[src/rtl/bp_pkg.sv]
package bp_pkg;

   // Two-bit direction counter states; the upper bit is the guess.
   typedef enum logic [1:0] {
      CTR_SNT = 2'd0,
      CTR_WNT = 2'd1,
      CTR_WT  = 2'd2,
      CTR_ST  = 2'd3
   } ctr_state_e;

   localparam int unsigned BYTE_OFS_W = 2;

   function automatic ctr_state_e ctr_step(input ctr_state_e cur, input logic taken);
      ctr_state_e nxt;
      nxt = cur;
      if (taken) begin
         if (cur != CTR_ST) nxt = ctr_state_e'(cur + 2'd1);
      end else begin
         if (cur != CTR_SNT) nxt = ctr_state_e'(cur - 2'd1);
      end
      return nxt;
   endfunction

   function automatic logic ctr_guess(input ctr_state_e cur);
      return cur[1];
   endfunction

endpackage

[src/rtl/bp_index_split.sv]
module bp_index_split #(
   parameter int unsigned PC_W      = 32,
   parameter int unsigned DIR_IDX_W = 6,
   parameter int unsigned BTB_IDX_W = 4,
   parameter int unsigned TAG_W     = 8
) (
   input  logic [PC_W-1:0]      pc,
   output logic [DIR_IDX_W-1:0] dir_idx,
   output logic [BTB_IDX_W-1:0] btb_idx,
   output logic [TAG_W-1:0]     btb_tag
);
   import bp_pkg::*;

   localparam int unsigned TAG_LSB = BYTE_OFS_W + BTB_IDX_W;

   assign dir_idx = pc[BYTE_OFS_W +: DIR_IDX_W];
   assign btb_idx = pc[BYTE_OFS_W +: BTB_IDX_W];
   assign btb_tag = pc[TAG_LSB +: TAG_W];

   logic unused_pc_bits;
   assign unused_pc_bits = ^pc;

endmodule

[src/rtl/bp_dir_table.sv]
module bp_dir_table #(
   parameter int unsigned IDX_W       = 6,
   parameter int unsigned SCHEME_BITS = 2
) (
   input  logic             clk,
   input  logic             rst,
   input  logic [IDX_W-1:0] rd_idx,
   output logic             rd_taken,
   input  logic             wr_en,
   input  logic [IDX_W-1:0] wr_idx,
   input  logic             wr_taken,
   input  logic             wr_mispredict
);
   import bp_pkg::*;

   localparam int unsigned DEPTH = 1 << IDX_W;

   generate
      if (SCHEME_BITS == 1) begin : g_one_bit
         logic last_q [DEPTH];

         always_ff @(posedge clk) begin
            if (rst) begin
               for (int i = 0; i < DEPTH; i++) last_q[i] <= 1'b0;
            end else if (wr_en && wr_mispredict) begin
               last_q[wr_idx] <= ~last_q[wr_idx];
            end
         end

         assign rd_taken = last_q[rd_idx];

         logic unused_taken;
         assign unused_taken = wr_taken;
      end else begin : g_two_bit
         ctr_state_e ctr_q [DEPTH];

         always_ff @(posedge clk) begin
            if (rst) begin
               for (int i = 0; i < DEPTH; i++) ctr_q[i] <= CTR_WNT;
            end else if (wr_en) begin
               ctr_q[wr_idx] <= ctr_step(ctr_q[wr_idx], wr_taken);
            end
         end

         assign rd_taken = ctr_guess(ctr_q[rd_idx]);

         logic unused_mispredict;
         assign unused_mispredict = wr_mispredict;
      end
   endgenerate

endmodule

[src/rtl/bp_target_buf.sv]
module bp_target_buf #(
   parameter int unsigned PC_W  = 32,
   parameter int unsigned IDX_W = 4,
   parameter int unsigned TAG_W = 8
) (
   input  logic             clk,
   input  logic             rst,
   input  logic [IDX_W-1:0] rd_idx,
   input  logic [TAG_W-1:0] rd_tag,
   output logic             rd_hit,
   output logic [PC_W-1:0]  rd_target,
   input  logic             wr_en,
   input  logic [IDX_W-1:0] wr_idx,
   input  logic [TAG_W-1:0] wr_tag,
   input  logic [PC_W-1:0]  wr_target
);
   localparam int unsigned DEPTH = 1 << IDX_W;

   logic             vld_q [DEPTH];
   logic [TAG_W-1:0] tag_q [DEPTH];
   logic [PC_W-1:0]  tgt_q [DEPTH];

   always_ff @(posedge clk) begin
      if (rst) begin
         for (int i = 0; i < DEPTH; i++) vld_q[i] <= 1'b0;
      end else if (wr_en) begin
         vld_q[wr_idx] <= 1'b1;
      end
   end

   // Payload needs no reset: it is qualified by the valid bit.
   always_ff @(posedge clk) begin
      if (!rst && wr_en) begin
         tag_q[wr_idx] <= wr_tag;
         tgt_q[wr_idx] <= wr_target;
      end
   end

   always_comb begin
      rd_hit    = vld_q[rd_idx] && (tag_q[rd_idx] == rd_tag);
      rd_target = rd_hit ? tgt_q[rd_idx] : '0;
   end

endmodule

[src/rtl/branch_predictor.sv]
module branch_predictor #(
   parameter int unsigned PC_W        = 32,
   parameter int unsigned DIR_IDX_W   = 6,
   parameter int unsigned BTB_IDX_W   = 4,
   parameter int unsigned TAG_W       = 8,
   parameter int unsigned SCHEME_BITS = 2
) (
   input  logic            clk,
   input  logic            rst,
   input  logic [PC_W-1:0] lk_pc,
   output logic            lk_taken,
   output logic            lk_hit,
   output logic [PC_W-1:0] lk_target,
   input  logic            up_valid,
   input  logic [PC_W-1:0] up_pc,
   input  logic            up_taken,
   input  logic [PC_W-1:0] up_target,
   input  logic            up_mispredict
);
   import bp_pkg::*;

   generate
      if (SCHEME_BITS != 1 && SCHEME_BITS != 2) begin : g_bad_scheme
         $error("SCHEME_BITS must be 1 or 2");
      end
      if (DIR_IDX_W + BYTE_OFS_W > PC_W || DIR_IDX_W < 1) begin : g_bad_dir
         $error("direction index does not fit in the PC");
      end
      if (BTB_IDX_W + TAG_W + BYTE_OFS_W > PC_W || BTB_IDX_W < 1 || TAG_W < 1) begin : g_bad_btb
         $error("target index and tag do not fit in the PC");
      end
   endgenerate

   logic [DIR_IDX_W-1:0] lk_dir_idx, up_dir_idx;
   logic [BTB_IDX_W-1:0] lk_btb_idx, up_btb_idx;
   logic [TAG_W-1:0]     lk_tag, up_tag;

   bp_index_split #(
      .PC_W(PC_W), .DIR_IDX_W(DIR_IDX_W), .BTB_IDX_W(BTB_IDX_W), .TAG_W(TAG_W)
   ) u_lk_split (
      .pc(lk_pc), .dir_idx(lk_dir_idx), .btb_idx(lk_btb_idx), .btb_tag(lk_tag)
   );

   bp_index_split #(
      .PC_W(PC_W), .DIR_IDX_W(DIR_IDX_W), .BTB_IDX_W(BTB_IDX_W), .TAG_W(TAG_W)
   ) u_up_split (
      .pc(up_pc), .dir_idx(up_dir_idx), .btb_idx(up_btb_idx), .btb_tag(up_tag)
   );

   bp_dir_table #(
      .IDX_W(DIR_IDX_W), .SCHEME_BITS(SCHEME_BITS)
   ) u_dir (
      .clk(clk), .rst(rst),
      .rd_idx(lk_dir_idx), .rd_taken(lk_taken),
      .wr_en(up_valid), .wr_idx(up_dir_idx),
      .wr_taken(up_taken), .wr_mispredict(up_mispredict)
   );

   bp_target_buf #(
      .PC_W(PC_W), .IDX_W(BTB_IDX_W), .TAG_W(TAG_W)
   ) u_btb (
      .clk(clk), .rst(rst),
      .rd_idx(lk_btb_idx), .rd_tag(lk_tag),
      .rd_hit(lk_hit), .rd_target(lk_target),
      .wr_en(up_valid && up_taken), .wr_idx(up_btb_idx),
      .wr_tag(up_tag), .wr_target(up_target)
   );

endmodule

[config.mk]
export PLATFORM = sky130hd
export DESIGN_NAME = branch_predictor
export DESIGN_NICKNAME = d
export VERILOG_FILES = /design/src/rtl/bp_pkg.sv /design/src/rtl/bp_index_split.sv /design/src/rtl/bp_dir_table.sv /design/src/rtl/bp_target_buf.sv /design/src/rtl/branch_predictor.sv
export SDC_FILE = /design/constraint.sdc
export NUM_CORES = 1
export LEC_CHECK = 0
export ABC_CLOCK_PERIOD_IN_PS = 8550
export CAP_MARGIN = 20
export CORE_MARGIN = 3
export CORE_UTILIZATION = 24
export DETAILED_ROUTE_END_ITERATION = 10
export PLACE_DENSITY_LB_ADDON = 0.1
export SYNTH_ARGS = -nofsm -noshare
export SYNTH_HDL_FRONTEND = slang
export SYNTH_HIERARCHICAL = 1
export SYNTH_SLANG_ARGS = --single-unit
[constraint.sdc]
create_clock -name clk -period 8.55 [get_ports clk]
set_input_delay 2.565 -clock clk [delete_from_list [all_inputs] [get_ports clk]]
set_output_delay 2.565 -clock clk [all_outputs]
set_load 0.01 [all_outputs]
==> results by group <==
Outcome
  • Result of the run: completed

Die
  • Number of standard-cell rows in the floorplan: 135
  • Die boundary height: 376 um
  • Die X: 376 um
  • Num ports: 135
  • Initial Util: 24.2%
  • Die footprint: 141000 sq um
  • Placeable core area: 136000 sq um

Timing
  • Number of slew-limit violations in the final report: 0
  • Fin crit period: 8290 ps
  • Setup-failing EPs final: 0
  • Worst slew margin relative to its limit: 24.9%
  • Crit share post-route: 96.9%
  • Number of failing hold endpoints at the final stage: 0
  • Fmax achieved: 0.121 GHz
  • Transition time at the pin with the least slew margin: 1120 ps
  • Accumulated negative setup slack: 0 ps
  • Final clock skew: 33.3 ps
  • Unrepaired setup endpoints after global routing: false

Clock network
  • Post-CTS setup repair buffer count: 0
  • Worst-case clock buffer depth: 3
  • CTS tree: built
  • Clock root buffer: sky130_fd_sc_hd__clkbuf_16
  • Total number of clock tree sinks: 784
  • CTS H-tree lvls: 3
  • Total clock buffers created by CTS: 93
  • Resized Gates After CTS: 0
  • Clock latency on the worst-skew pair: 680 ps
  • Clock slew seen by the registers of the worst setup and hold paths: 50 ps
  • Number of hold-repair buffers added at the cts stage: 0

Hold path
  • Class of the most critical hold timing path: reg -> reg
  • Origin of the worst min-delay path: u_btb/vld_q[12]
  • WHS Endpoint: u_btb/vld_q[12]
  • Depth of the worst hold-timing path: 1

Route
  • Wire length on met1: 41.9 mm
  • Wire length on met2: 47.6 mm
  • Wire length after detailed routing: 96.0 mm
  • DR vias: 17100
  • Uppermost metal layer occupied by signal nets: met5
  • Post-detailed-route wirelength per cell: 25.9 um
  • Post-detailed-route DRC marker count: 0
  • DR pass1 iterations: 6
  • Met3 routed wirelength: 4.54 mm
  • Via/cell ratio: 4.60
  • Number of nets with antenna violations after detailed routing: 0
  • 1st-iter DRT viols: 1202

Logic synthesis
  • Synth Instances: 1739
  • Count of warnings emitted by yosys: 6
  • Share of flip-flops with an asynchronous set or reset after synthesis: 0%
  • Flip-flop and latch count after synthesis: 784
  • Synth Cell Area: 32800 sq um
  • Average instance area after synthesis: 18.9 sq um
  • Dominant register cell in the synthesized netlist: sky130_fd_sc_hd__edfxtp_1
  • Number of flops mapped to enable cells by yosys: 768
  • Register area share after synthesis: 71.3%
  • Unique masters post-synth: 67
  • Total nets after synthesis: 1840

Power
  • Lkg Pwr: 11.9 nW
  • Worst IR drop on VDD: 0.131 mV
  • Power per standard cell area: 225 nW/um^2

Critical path
  • Startpoint of the worst register-to-register path: u_dir/g_two_bit.ctr_q[22][1]
  • Nature of the critical path startpoint: input port
  • WP data required: 5990 ps
  • Crit. End Element: primary output
  • Setup slack, reg-to-reg: 5050 ps
  • WP data arrival: 5720 ps
  • Timing startpoint of the critical path: lk_pc[4]
  • Destination of the worst register-to-register timing path: u_dir/g_two_bit.ctr_q[23][1]
  • Worst setup path category: in -> out
  • Worst-case reg-to-reg path depth: 8
  • Highest fanout seen on the critical path: 42

GRT
  • Largest net degree at the start of global routing: 62
  • Overflow left after global routing: 0
  • Vias in the first global route: 18300
  • Initial antenna violation count: 7
  • First-pass GRT wire length: 137 mm
  • Global-route usage over all layers: 13.6%

Final layout
  • Post-layout utilization of the core: 28.8%
  • Fraction of layout cells with a size suffix above 1: 26.8%
  • Number of nets in the layout: 1941
  • Most frequent cells in the layout: sky130_fd_sc_hd__edfxtp_1, sky130_fd_sc_hd__mux4_2, sky130_fd_sc_hd__nand2_1
  • Most common library cell in the layout ignoring fill and taps: sky130_fd_sc_hd__edfxtp_1
  • Layout Area Growth over Synthesis: 19.1%

Run
  • Number of maximum-capacitance violations: 0

Placement
  • HPWL after detailed placement: 54.8 mm
  • Final Wtd Congestion: 0.718
  • Count of input and output buffers: 93
-- sequential cells by signal (all words and copies together) (netlist names) --
register               count
u_btb/tag_q              128
u_btb/vld_q               16
u_dir/g_two_bit.ctr_q    128
u_btb/tgt_q              512
-- routing by layer --
layer | vias up | global-route usage, %
met3 | 116 | 2.73
li1 | 7329 | -
met2 | 385 | 23.0
met4 | 4 | 3.83
met1 | 9218 | 17.7
met5 | - | 0
-- per-stage QoR --
stage / cell area (sq um) / std cells / hold slack, ps / power (mW) / setup WS (ps)
finish: 39100 / 3703 / 444 / 8.78 / 262
global route: 39000 / 3698 / 456 / 9.12 / 37.6
CTS: 39000 / 3697 / 446 / 8.94 / 147
detailed placement: 36000 / 3525 / 434 / 4.93 / 151
global placement: 35900 / 3524 / 425 / 4.93 / 131
floorplan: 32800 / 1739 / 418 / 4.70 / 1080
-- layout make-up --
class	count	area [sq um]
inverters	5	18.8
fillers	13400	96600
clock buffers	117	2520
diodes	5	12.5
multi-input cells	775	8590
flip-flops and latches	784	23400
clock inverters	55	526
repair buffers	181	1780
well taps	1781	2230
-- critical path: stages --
cell and delay (ps):
sky130_fd_sc_hd__clkbuf_8 250, sky130_fd_sc_hd__buf_4 500, sky130_fd_sc_hd__buf_4 660, sky130_fd_sc_hd__mux4_2 400, sky130_fd_sc_hd__mux4_2 470, sky130_fd_sc_hd__nand2_1 90, sky130_fd_sc_hd__nor3_2 40, sky130_fd_sc_hd__buf_4 190
sky130_fd_sc_hd__clkdlybuf4s50_1 480
-- worst max path at each step --
stage | to | slack (ps) | depth (start not counted)
final | lk_target[3] | 260 | 9
after global routing | lk_target[3] | 40 | 9
after CTS | lk_target[3] | 150 | 9
after detailed placement | lk_target[3] | 150 | 9
after global placement | lk_target[3] | 130 | 9
after floorplan | lk_taken | 1080 | 7
-- kinds of logic after synthesis --
family                     count (synthesis)  share of synthesized area (%)
muxes                                    264                           16.8
buffers and inverters                    180                           3.02
xor gates and xnor gates                   9                          0.263
AOI/OAI and AO/OA                        129                           2.71
DFF                                      784                           71.3
adders and majority gates                  2                         0.0648
and+or+nand+nor                          371                           5.87
-- cell usage after synthesis (9+ instances only) --
library cell               number  area share (%)
sky130_fd_sc_hd__nor2_1        65            0.74
sky130_fd_sc_hd__dfxtp_1       16            0.98
sky130_fd_sc_hd__mux4_2       214              15
sky130_fd_sc_hd__nand3_1       60            0.92
sky130_fd_sc_hd__buf_2         40            0.61
sky130_fd_sc_hd__edfxtp_1     768              70
sky130_fd_sc_hd__a221oi_1       9            0.24
sky130_fd_sc_hd__mux2i_1       34             1.0
sky130_fd_sc_hd__nor3_1        40            0.61
sky130_fd_sc_hd__a22oi_1       11            0.25
sky130_fd_sc_hd__nor2b_1       10            0.19
sky130_fd_sc_hd__a21o_1        17            0.39
sky130_fd_sc_hd__buf_4         40            0.92
sky130_fd_sc_hd__nand2b_1       9            0.17
sky130_fd_sc_hd__o31ai_1       14            0.32
sky130_fd_sc_hd__nor3_2        30            0.92
sky130_fd_sc_hd__mux4_1        11            0.88
sky130_fd_sc_hd__o21ai_0       40            0.61
sky130_fd_sc_hd__nand2_1      106             1.2
sky130_fd_sc_hd__clkbuf_1      69            0.79
sky130_fd_sc_hd__nor4_1        16            0.31
sky130_fd_sc_hd__buf_6         14            0.48
sky130_fd_sc_hd__buf_1         11            0.13
-- report_power, final --
part	internal (mW)	total (mW)	leakage, nW	switching, mW
Sequential	4.26	4.27	7.03	0.0135
Combinational	0.217	0.566	3.42	0.350
Clock	2.36	3.94	1.49	1.58
Total	6.83	8.78	11.9	1.94
(Power assumes the default switching activity.)
